===== src/rtl/flash_cmd_ctrl.sv =====
module flash_cmd_ctrl #(
  parameter int ADDR_W       = 16,
  parameter int BLK_W        = 2,
  parameter int PROG_CYCLES  = 6,
  parameter int ERASE_CYCLES = 40,
  parameter int SAFE_LOG2    = 2
) (
  input  logic                 clk,
  input  logic                 rst_n,
  input  logic                 wr_en,
  input  logic [ADDR_W-1:0]    wr_addr,
  input  logic [7:0]           wr_data,
  input  logic                 vpp_ok,
  input  logic                 lock_ovr,
  input  logic [(1<<BLK_W)-1:0] blk_lock,
  output logic [1:0]           rd_mode,
  output logic [7:0]           status,
  output logic                 ready,
  output logic [ADDR_W-1:0]    op_addr,
  output logic [7:0]           op_data
);
  localparam int PC_W = $clog2(PROG_CYCLES + 1);
  localparam int EC_W = $clog2(ERASE_CYCLES + 1);
  localparam int SAFE_STEP = 1 << SAFE_LOG2;
  localparam logic [1:0] M_ARR = 2'd0, M_STAT = 2'd1, M_ID = 2'd2;

  typedef enum logic [2:0] {
    S_IDLE, S_WSET, S_ESET, S_PROG, S_ERASE, S_SUSP, S_SWSET, S_SPROG
  } st_t;

  st_t             state;
  logic [PC_W-1:0] pcnt;
  logic [EC_W-1:0] ecnt;
  logic [BLK_W-1:0] eblk;
  logic            susp_req, resume_req;
  logic            sr5, sr4, sr3, sr1;

  wire [BLK_W-1:0] wblk = wr_addr[ADDR_W-1 -: BLK_W];
  wire blocked  = blk_lock[wblk] && !lock_ovr;
  wire same_blk = (wblk == eblk);
  wire safe     = (ecnt[SAFE_LOG2-1:0] == '0);
  wire d0_now   = wr_en && (wr_data == 8'hD0);
  wire sr6      = (state == S_SUSP) || (state == S_SWSET) || (state == S_SPROG);

  assign ready  = !((state == S_PROG) || (state == S_ERASE) || (state == S_SPROG));
  assign status = {ready, sr6, sr5, sr4, sr3, 1'b0, sr1, 1'b0};

  always_ff @(posedge clk or negedge rst_n) begin
    if (!rst_n) begin
      state <= S_IDLE; rd_mode <= M_ARR;
      pcnt <= '0; ecnt <= '0; eblk <= '0;
      susp_req <= 1'b0; resume_req <= 1'b0;
      {sr5, sr4, sr3, sr1} <= '0;
      op_addr <= '0; op_data <= '0;
    end else begin
      case (state)
        S_IDLE: if (wr_en) begin
          case (wr_data)
            8'hFF: rd_mode <= M_ARR;
            8'h70: rd_mode <= M_STAT;
            8'h90: rd_mode <= M_ID;
            8'h50: {sr5, sr4, sr3, sr1} <= '0;
            8'h40, 8'h10: begin state <= S_WSET; rd_mode <= M_STAT; end
            8'h20: begin state <= S_ESET; rd_mode <= M_STAT; end
            default: ;
          endcase
        end
        S_WSET: if (wr_en) begin
          op_addr <= wr_addr; op_data <= wr_data;
          if (!vpp_ok)      begin sr3 <= 1'b1; sr4 <= 1'b1; state <= S_IDLE; end
          else if (blocked) begin sr1 <= 1'b1; sr4 <= 1'b1; state <= S_IDLE; end
          else begin state <= S_PROG; pcnt <= PC_W'(PROG_CYCLES - 1); end
        end
        S_ESET: if (wr_en) begin
          if (wr_data != 8'hD0) begin sr4 <= 1'b1; sr5 <= 1'b1; state <= S_IDLE; end
          else if (!vpp_ok)     begin sr3 <= 1'b1; sr5 <= 1'b1; state <= S_IDLE; end
          else if (blocked)     begin sr1 <= 1'b1; sr5 <= 1'b1; state <= S_IDLE; end
          else begin
            state <= S_ERASE; ecnt <= EC_W'(ERASE_CYCLES - 1);
            eblk <= wblk; op_addr <= wr_addr;
          end
        end
        S_PROG: if (pcnt == '0) state <= S_IDLE; else pcnt <= pcnt - 1'b1;
        S_ERASE: begin
          if (wr_en && wr_data == 8'hB0) susp_req <= 1'b1;
          if (ecnt == '0) begin state <= S_IDLE; susp_req <= 1'b0; end
          else if (susp_req && safe) begin state <= S_SUSP; susp_req <= 1'b0; end
          else ecnt <= ecnt - 1'b1;
        end
        S_SUSP: if (wr_en) begin
          case (wr_data)
            8'hFF: if (!same_blk) rd_mode <= M_ARR;
            8'h70: rd_mode <= M_STAT;
            8'h40, 8'h10: begin state <= S_SWSET; rd_mode <= M_STAT; end
            8'hD0: begin state <= S_ERASE; rd_mode <= M_STAT; end
            default: ;
          endcase
        end
        S_SWSET: if (wr_en) begin
          op_addr <= wr_addr; op_data <= wr_data;
          if (same_blk)     begin sr4 <= 1'b1; state <= S_SUSP; end
          else if (!vpp_ok) begin sr3 <= 1'b1; sr4 <= 1'b1; state <= S_SUSP; end
          else if (blocked) begin sr1 <= 1'b1; sr4 <= 1'b1; state <= S_SUSP; end
          else begin state <= S_SPROG; pcnt <= PC_W'(PROG_CYCLES - 1); end
        end
        S_SPROG: begin
          if (d0_now) resume_req <= 1'b1;
          if (pcnt == '0) begin
            state <= (resume_req || d0_now) ? S_ERASE : S_SUSP;
            resume_req <= 1'b0;
          end else pcnt <= pcnt - 1'b1;
        end
        default: state <= S_IDLE;
      endcase
    end
  end

  logic [EC_W:0] susp_wait;
  always_ff @(posedge clk or negedge rst_n) begin
    if (!rst_n) susp_wait <= '0;
    else if (state == S_ERASE && susp_req) susp_wait <= susp_wait + 1'b1;
    else susp_wait <= '0;
  end

  assert_busy_needs_write_R3: assert property (@(posedge clk) disable iff (!rst_n)
    $fell(ready) |-> $past(wr_en));
  assert_err_from_write_R5: assert property (@(posedge clk) disable iff (!rst_n)
    $rose(status[4]) |-> $past(wr_en));
  assert_clear_only_cmd_R2: assert property (@(posedge clk) disable iff (!rst_n)
    $fell(status[5]) |-> $past(wr_en && wr_data == 8'h50));
  assert_pause_on_request_R8: assert property (@(posedge clk) disable iff (!rst_n)
    $rose(status[6]) |-> $past(susp_req));
  assert_pause_latency_R8: assert property (@(posedge clk) disable iff (!rst_n)
    susp_wait <= (EC_W+1)'(SAFE_STEP));
  assert_resume_interlock_R11: assert property (@(posedge clk) disable iff (!rst_n)
    (state == S_ERASE && $past(state == S_SPROG)) |-> $past(pcnt == '0));
endmodule


===== config.mk =====
export PLATFORM = sky130hd
export DESIGN_NAME = flash_cmd_ctrl
export DESIGN_NICKNAME = d
export VERILOG_FILES = /design/src/rtl/flash_cmd_ctrl.sv
export SDC_FILE = /design/constraint.sdc
export NUM_CORES = 1
export LEC_CHECK = 0
export BUFFER_PORTS_ARGS = -buffer_cell sky130_fd_sc_hd__buf_2
export CORE_MARGIN = 2
export CORE_UTILIZATION = 55
export CTS_CLUSTER_DIAMETER = 120
export DETAILED_ROUTE_END_ITERATION = 10
export PLACE_DENSITY = 0.81
export SLEW_MARGIN = 20
export SYNTH_ARGS = -nofsm -noshare
export SYNTH_HDL_FRONTEND = slang
export SYNTH_SLANG_ARGS = --single-unit

===== constraint.sdc =====
create_clock -name clk -period 2.2 [get_ports clk]
set_clock_uncertainty 0.05 [all_clocks]
set_input_delay 0.66 -clock clk [delete_from_list [all_inputs] [get_ports clk]]
set_output_delay 0.66 -clock clk [all_outputs]
set_load 0.02 [all_outputs]

==> results of run 1 <==
[sequential cells by signal (all words and copies together), names as in the netlist, 2 cells and up]
| register | cells |
|---|---|
| rd_mode | 2 |
| ecnt | 6 |
| eblk | 2 |
| op_addr | 16 |
| pcnt | 3 |
| state | 3 |
| op_data | 8 |
[layout by cell type, fill, tap and decap left out, drive strengths merged, types with 5 or more instances in the layout]
master  instances
mux2           13
o31ai           7
a22oi          17
clkbuf          5
nor2           21
nand2b          8
a22o           16
xor2            6
inv            11
o21ai          26
buf           111
dfrtp          46
nor4            6
nor3           12
nand2          34
a221o          17
a21oi          12
[cell type report]
class,instances,share of cell area (%)
clock inverter,3,1.13
tap,72,2.26
multi-input combinational,256,46.7
sequential,46,28.9
clock buffer,5,1.73
timing repair buffer,111,18.2
inverter,11,1.04
[synth_stat cells (3+ instances only)]
cell type,number
a22oi_1,17
nand3_1,4
or2_2,3
buf_1,3
nor3_1,11
nor2_1,21
o31ai_1,6
nor4_1,5
mux2_2,13
dfrtp_1,46
inv_1,11
o22a_1,4
xor2_1,6
o21ai_0,26
a221o_1,17
ha_1,4
a21oi_1,12
clkbuf_1,19
nand2b_1,8
buf_4,9
nand2_1,34
buf_2,4
a22o_1,16
o221ai_1,3
[through the flow]
step                worst slack [ns]  utilization, %
floorplan                     -0.358               -
global placement              -0.552            68.3
detailed placement            -0.567            68.3
CTS                           -0.141            71.9
global route                  -0.189            72.7
finish                        -0.144            72.7
[worst paths after layout]
kind / slack (ns) / endpoint / startpoint
worst max-delay path: -0.14 / eblk[0]$_DFFE_PN0P_ / wr_data[1]
worst min-delay path: 0.26 / op_addr[15]$_DFFE_PN0P_ / rst_n
worst max register to register: 0 / op_addr[14]$_DFFE_PN0P_ / state[1]$_DFFE_PN0P_
worst min register to register: 0.46 / resume_req$_DFFE_PN0P_ / resume_req$_DFFE_PN0P_
max in group asynchronous: 1.31 / sr1$_DFFE_PN0P_ / rst_n
min in group clk: 0.46 / resume_req$_DFFE_PN0P_ / resume_req$_DFFE_PN0P_
[cell families after synthesis]
| kind of cell | count (synthesis) |
|---|---|
| AOI/OAI and AO/OA | 118 |
| xor gates and xnor gates | 8 |
| adders and majority gates | 4 |
| buffers and inverters | 46 |
| DFF | 46 |
| muxes | 15 |
| other | 1 |
| and+or+nand+nor | 108 |
[metal layers]
metal  track usage [%]  part of all wire, %  wire (µm)
met4              11.4                  2.6        236
met5                 0                    0          0
met3              4.32                  6.7        606
met1              39.6                   43       3870
met2              48.1                   48       4360
[report_power, final]
group | switching (mW) | total [mW] | internal [mW]
Clock | 0.316 | 0.654 | 0.338
Combinational | 1.38 | 2.43 | 1.05
Sequential | 0.210 | 1.32 | 1.11
[what timing repair did]
| action | 4_1_cts | 5_1_grt |
|---|---|---|
| pin swaps | 23 | 6 |
| buffers inserted | 1 | 3 |
| gates resized for setup | 11 | 3 |
| cloned | 1 | 0 |
| endpoints found under the setup margin | 33 | 34 |
| hold endpoints to repair | 0 | 0 |
==> flow_summary.json, run 1 <==
{
  "status": "finished with violations",
  "violations": "negative setup slack",
  "numCtsBuffers": 5,
  "initial_core_util_pct": 56.8,
  "drt-initial-drc-count": 323,
  "dr_total_vias": 3220,
  "clk_latency_ns": 0.31,
  "final_nets": 468,
  "syn_to_final_growth_pct": 28.0,
  "cts_tree": "built",
  "power_mw": 4.40,
  "via_per_inst": 6.39,
  "wl_per_cell_um": 18.0,
  "crit_path_frequent_cell": "or4_4",
  "placed_cells": 491,
  "critPathLaunchType": "input pin",
  "yosysTopAreaCell": "dfrtp_1",
  "synth-xor-area-share_pct": 2.25,
  "grt_max_degree": 33,
  "synth_area_leaders": "dfrtp_1 (37%), a221o_1 (5.5%), mux2_2 (4.7%)",
  "setup_viol": 31,
  "layoutNonFillerInstCount": 504,
  "yosysUniqueCellTypes": 55,
  "rows": 27,
  "dr.pass1.iters": 6,
  "wirelength_mm": 9.08,
  "cts.htree.levels": 2,
  "rsz0062_at_grt": "yes",
  "synthArstFlopShare_pct": 100,
  "port_buffers": 65,
  "hold_viol": 0,
  "overflow": 0,
  "critPathTopFamily": "simple AND/OR/NAND/NOR gates",
  "hold_buffers": 0,
  "placed_area_mm2": 0.00374,
  "cpMaxStageDelayCell": "or4_4",
  "synth_ff_type": "dfrtp_1",
  "io_pins": 68,
  "ff_latch_area_mm2": 0.00115,
  "path_depth": 5,
  "ff2ff_path_depth": 6,
  "slew_headroom_pct": 26.9,
  "diodes": 0,
  "clock.fmax_mhz": 427,
  "dp_hpwl_mm": 6.19,
  "worst_pin_slew_ns": 1.09,
  "slowest_delay_ns": 0.59,
  "crit_chain": "buf_6, or4_4, or4_4, nor4_4, mux2_2",
  "drc_errors": 0,
  "layout_setup_ws_ns": -0.144,
  "pwr_density_cell_mw_per_mm2": 1110,
  "cp.arrival_ns": 2.49,
  "ant_nets": 0,
  "end_kind": "flop",
  "fill_cells": 404,
  "required_ns": 2.35,
  "synth_compound_area_share_pct": 28.3,
  "clkTransAtPathRegs_ns": 0.10,
  "yosys.area_share.simple_pct": 18.5,
  "core_region_area_mm2": 0.00547,
  "whs_ns": 0.264,
  "drive_gt1_share_pct": 36.6,
  "dieArea_mm2": 0.00627,
  "fin_crit_ns": 2.34,
  "ys_ff_latch": 46,
  "synth_fa_ha_area_share_pct": 1.61,
  "root_buffer": "clkbuf_8",
  "multi_input_area_mm2": 0.00186,
  "grt_pass1_vias": 3106,
  "worstHoldPathType": "in2async",
  "final_area_mm2": 0.00398,
  "gp_congestion": 0.821,
  "vdd_drop_max_v": 0.000679,
  "synth.avg_cell_area_um2": 8.98,
  "synth_top_family_by_area": "compound AO/OA/AOI/OAI gates",
  "grt_use_total_pct": 29.4,
  "p_leak_nw": 1.72,
  "cts_max_path_buffers": 2,
  "seq_area_frac_synth_pct": 37.0,
  "period_share_pct": 107,
  "setup.worst_path.class": "in2reg",
  "yosys.area.top_type_share_pct": 37.0,
  "tns_ns": -2.24,
  "slew_viol_final": 0,
  "antenna_found_initial": 0,
  "cap_violations": 0,
  "worstPathMaxFanout": 4,
  "synth_edf_count": 0,
  "path_buf_inv": 1,
  "die_w_um": 79.2,
  "grt_pass1_wl_mm": 14.7,
  "synth_area_mm2": 0.00311,
  "die_h_um": 79.2,
  "yosys_warnings": 0,
  "cts_sinks": 46,
  "synthMuxAreaShare_pct": 5.35,
  "syn_inst": 346
}
No activity file was read; power rests on OpenSTA's default activity.
==> run 2: changes to the inputs <==
SETUP_SLACK_MARGIN = 0.15   (was default)
==> flow_summary.json, run 2 (same netlist as run 1, synthesis figures left out) <==
{
  "status": "finished with violations",
  "violations": "negative setup slack",
  "core_region_area_mm2": 0.00547,
  "layout_setup_ws_ns": -0.192,
  "vdd_drop_max_v": 0.000696,
  "rows": 27,
  "die_w_um": 79.2,
  "die_h_um": 79.2,
  "io_pins": 68,
  "cts_sinks": 46,
  "final_nets": 486,
  "ff_latch_area_mm2": 0.00115,
  "end_kind": "flop",
  "cts.htree.levels": 2,
  "cap_violations": 0,
  "dp_hpwl_mm": 6.09,
  "overflow": 0,
  "initial_core_util_pct": 56.8,
  "cts_tree": "built",
  "grt_max_degree": 27,
  "required_ns": 2.34,
  "placed_cells": 501,
  "syn_to_final_growth_pct": 36.0,
  "placed_area_mm2": 0.00382,
  "hold_viol": 0,
  "cts_max_path_buffers": 2,
  "numCtsBuffers": 5,
  "cp-startpoint": "wr_data[1]",
  "fin_crit_ns": 2.39,
  "worstPathMaxFanout": 4,
  "pwr-share-comb_pct": 60.9,
  "worstHoldPathType": "in2async",
  "final_util_pct": 77.3,
  "root_buffer": "clkbuf_8",
  "p_clk_share_pct": 10.9,
  "slew_headroom_pct": 21.9,
  "wl_per_cell_um": 18.5,
  "power_mw": 4.67,
  "period_share_pct": 109,
  "multi_input_area_mm2": 0.00191,
  "wirelength_mm": 9.66,
  "power.net_switching_mw": 2.02,
  "layoutNonFillerInstCount": 521,
  "grt_pass1_vias": 3368,
  "p_seq_share_pct": 28.2,
  "grt_use_total_pct": 30.6,
  "swShare_pct": 43.3,
  "dr.pass1.iters": 5,
  "drt-initial-drc-count": 412,
  "clk_latency_ns": 0.31,
  "worst_pin_slew_ns": 1.17,
  "pwr_density_cell_mw_per_mm2": 1110,
  "final_area_mm2": 0.00423,
  "hold_buffers": 0,
  "rr_startpoint": "state[1]$_DFFE_PN0P_",
  "r2r_setup_slack_ns": -0.02,
  "setup.worst_path.class": "in2reg",
  "ant_nets": 0,
  "critPathLaunchType": "input pin",
  "fill_cells": 369,
  "p_leak_nw": 1.85,
  "layout_common_cells": "buf_2 (61), buf_4 (55), dfrtp_1 (44)",
  "drive_gt1_share_pct": 42.1,
  "reg.largest.list": "op_addr (16), op_data (8), ecnt (6)",
  "cp.arrival_ns": 2.53,
  "via_per_inst": 6.52,
  "critical_path.endpoint": "eblk[0]$_DFFE_PN0P_",
  "antenna_found_initial": 0,
  "reg2reg_to": "op_addr[13]$_DFFE_PN0P_",
  "ff2ff_path_depth": 6,
  "clkTransAtPathRegs_ns": 0.08,
  "regMostFlops": "op_addr",
  "dr_total_vias": 3396,
  "grt_pass1_wl_mm": 15.3,
  "diodes": 0,
  "gp_congestion": 0.867,
  "slew_viol_final": 0,
  "setup_viol": 29,
  "p_int_mw": 2.65,
  "drc_errors": 0,
  "clock.fmax_mhz": 418,
  "largest_register_ffs": 16,
  "port_buffers": 65,
  "dieArea_mm2": 0.00627,
  "final_common_cell": "buf_2",
  "rsz0062_at_grt": "yes"
}
run 2: critical path: stages:
cell    delay, ns
buf_6        0.09
or4_4        0.54
or4_4        0.60
nor4_4       0.26
mux2_2       0.38
run 2: power groups by stage:
stage | clock network, mW | logic [mW] | registers [mW]
2_1_floorplan | 0 | 1.53 | 1.50
3_3_place_gp | 0 | 2.27 | 1.32
3_5_place_dp | 0 | 2.36 | 1.33
4_1_cts | 0.520 | 2.72 | 1.31
5_1_grt | 0.550 | 3.06 | 1.35
6_report | 0.509 | 2.84 | 1.32
run 2: worst min-delay path by stage:
stage	to	cells after the start	startpoint
6_report	ecnt[3]$_DFFE_PN0P_	1	rst_n
5_1_grt	ecnt[4]$_DFFE_PN0P_	1	rst_n
2_1_floorplan	eblk[0]$_DFFE_PN0P_	0	rst_n
3_3_place_gp	op_data[6]$_DFFE_PN0P_	1	op_data[6]$_DFFE_PN0P_
3_5_place_dp	ecnt[0]$_DFFE_PN0P_	1	ecnt[0]$_DFFE_PN0P_
4_1_cts	ecnt[4]$_DFFE_PN0P_	1	rst_n
run 2: layout make-up:
type / count / share of cell area [%]
multi-input combinational: 256 / 45.3
sequential: 46 / 27.3
timing repair buffer: 129 / 22.5
tap: 72 / 2.13
clock buffer: 5 / 1.63
inverter: 11 / 0.977
clock inverter: 2 / 0.237
run 2: per-layer routing:
layer | up-vias | global-route usage (%) | routed length, µm
li1 | 1505 | - | -
met1 | 1642 | 39.0 | 3870
met2 | 199 | 51.4 | 4650
met3 | 50 | 5.68 | 843
met4 | 0 | 11.7 | 299
met5 | - | 0 | 0
run 2: repair_timing:
| action | CTS | global route |
|---|---|---|
| setup endpoints to repair | 35 | 36 |
| setup buffers | 8 | 1 |
| hold endpoints to repair | 0 | 0 |
| pin swaps | 12 | 4 |
| gates resized for setup | 27 | 11 |
| gates cloned | 4 | 0 |
run 2: through the flow:
| stage | setup TNS [ns] | worst slack [ns] | hold slack [ns] |
|---|---|---|---|
| global route | -4.73 | -0.246 | 0.315 |
| global placement | -15.09 | -0.580 | 0.432 |
| floorplan | -6.84 | -0.358 | 0.314 |
| detailed placement | -16.29 | -0.646 | 0.441 |
| CTS | -2.72 | -0.155 | 0.279 |
| finish | -3.45 | -0.192 | 0.267 |
==> run 3: changes to the inputs <==
CORE_UTILIZATION = 30   (was 55)
PLACE_DENSITY = 0.54   (was 0.81)
==> flow_summary.json, run 3 (same netlist as run 1, synthesis figures left out) <==
{
  "vdd_drop_max_v": 0.000518,
  "wirelength_mm": 9.05,
  "path_buf_inv": 2,
  "placed_area_mm2": 0.00387,
  "drt-initial-drc-count": 218,
  "cpMaxStageDelayCell": "or4_4",
  "die_h_um": 106,
  "critPathTopFamily": "simple AND/OR/NAND/NOR gates",
  "final_area_mm2": 0.00425,
  "clkTransAtPathRegs_ns": 0.10,
  "dr_total_vias": 3033,
  "via_per_inst": 5.24,
  "crit_chain": "buf_6, or4_4, or4_4, nor4_4, buf_4, mux2_4",
  "clock.fmax_mhz": 421,
  "initial_core_util_pct": 30.5,
  "tns_ns": -3.12,
  "placed_cells": 559,
  "io_pins": 68,
  "die_w_um": 106,
  "grt_use_total_pct": 16.1,
  "critPathLaunchType": "input pin",
  "overflow": 0,
  "wl_per_cell_um": 15.6,
  "worstHoldPathType": "in2async",
  "dieArea_mm2": 0.0112,
  "cts_max_path_buffers": 2,
  "final_common_cell": "buf_2",
  "grt_pass1_vias": 3007,
  "status": "finished with violations",
  "dp_hpwl_mm": 6.20,
  "port_buffers": 65,
  "period_share_pct": 108,
  "drive_gt1_share_pct": 41.3,
  "diodes": 0,
  "cap_violations": 0,
  "root_buffer": "clkbuf_8",
  "required_ns": 2.34,
  "worstPathMaxFanout": 4,
  "numCtsBuffers": 5,
  "worst_pin_slew_ns": 0.773,
  "rsz0062_at_grt": "yes",
  "end_kind": "flop",
  "slowest_delay_ns": 0.58,
  "syn_to_final_growth_pct": 36.6,
  "cp.arrival_ns": 2.52,
  "cts_tree": "built",
  "cts.htree.levels": 2,
  "layout_common_cells": "buf_2 (60), buf_4 (53), dfrtp_1 (43)",
  "slew_headroom_pct": 48.4,
  "fin_crit_ns": 2.37,
  "clk_latency_ns": 0.30,
  "rows": 37,
  "gp_congestion": 0.806,
  "layout_setup_ws_ns": -0.175,
  "grt_max_degree": 47,
  "largest_register_ffs": 16,
  "reg.largest.list": "op_addr (16), op_data (8), ecnt (6)",
  "cts_sinks": 46,
  "setup.worst_path.class": "in2reg",
  "core_region_area_mm2": 0.0102,
  "setup_viol": 27,
  "layoutNonFillerInstCount": 579,
  "final_nets": 479,
  "drc_errors": 0,
  "antenna_found_initial": 0,
  "pwr_density_cell_mw_per_mm2": 1080,
  "grt_pass1_wl_mm": 14.8,
  "violations": "negative setup slack",
  "dr.pass1.iters": 4,
  "ant_nets": 0,
  "slew_viol_final": 0,
  "p_leak_nw": 1.80,
  "crit_path_frequent_cell": "or4_4",
  "hold_viol": 0,
  "regMostFlops": "op_addr"
}
run 3: cell types whose count changed in the layout (fill, tap and decap cells not counted), moves of 2 or more:
cell	previous run	this run
buf_4	55	53
mux2_2	13	11
mux2_4	0	2
clkinv_2	2	0
nor2_2	2	4
bufbuf_16	2	0
mux2i_1	0	2
mux2i_2	2	0
run 3: what timing repair did:
item | CTS | global route
endpoints found under the setup margin | 34 | 35
pin swaps | 4 | 6
setup buffers | 9 | 3
hold buffers | 0 | 0
endpoints found under the hold margin | 0 | 0
gates resized for setup | 21 | 19
run 3: per-stage QoR:
| stage | total power, mW | worst slack [ns] | hold WS (ns) | utilization [%] |
|---|---|---|---|---|
| after floorplan | 3.03 | -0.358 | 0.314 | - |
| after detailed placement | 3.74 | -0.494 | 0.445 | 38.0 |
| after global routing | 4.91 | -0.232 | 0.281 | 41.7 |
| final | 4.58 | -0.175 | 0.267 | 41.7 |
| after global placement | 3.68 | -0.450 | 0.436 | 38.0 |
| after CTS | 4.51 | -0.131 | 0.272 | 40.5 |
run 3: metal layers:
| layer | vias up | track usage, % | share of wire (%) |
|---|---|---|---|
| met4 | 0 | 2.73 | 0.42 |
| met5 | - | 0 | 0 |
| met1 | 1475 | 21.9 | 45 |
| met2 | 76 | 26.9 | 50 |
| li1 | 1478 | - | - |
| met3 | 4 | 3.15 | 4.6 |
run 3: worst reg2reg max path: stages, from the launching register on:
cell	delay (ns)
dfrtp_2	0.38
buf_4	0.14
buf_4	0.13
and3b_1	0.25
o21ai_0	0.17
o211ai_1	0.14
a221oi_2	0.32
mux2_2	0.37
run 3: final timing paths:
path                                         from                 endpoint  slack [ns]  depth (start not counted)
min reg2reg                op_data[6]$_DFFE_PN0P_   op_data[6]$_DFFE_PN0P_        0.46                          1
max reg2reg                  state[1]$_DFFE_PN0P_   rd_mode[1]$_DFFE_PN0P_        0.15                          7
min                                         rst_n  op_addr[13]$_DFFE_PN0P_        0.27                          2
max in group asynchronous                   rst_n     state[2]$_DFFE_PN0P_        1.58                          2
min in group clk           op_data[6]$_DFFE_PN0P_   op_data[6]$_DFFE_PN0P_        0.46                          1
max                                    wr_data[1]      eblk[0]$_DFFE_PN0P_       -0.17                          6
run 3: area by class of cell:
cell class / count / area [µm²]
fill: 1013 / 5940
multi-input combinational: 255 / 1930
sequential: 46 / 1150
timing repair buffer: 123 / 837
tap: 136 / 170
clock buffer: 6 / 72.6
inverter: 11 / 41.3
clock inverter: 2 / 37.5
run 3: power by group:
| group | leakage (nW) | switching (mW) | total (mW) | internal, mW |
|---|---|---|---|---|
| Clock | 0.0514 | 0.315 | 0.655 | 0.340 |
| Sequential | 0.515 | 0.200 | 1.31 | 1.11 |
| Combinational | 1.24 | 1.43 | 2.61 | 1.18 |
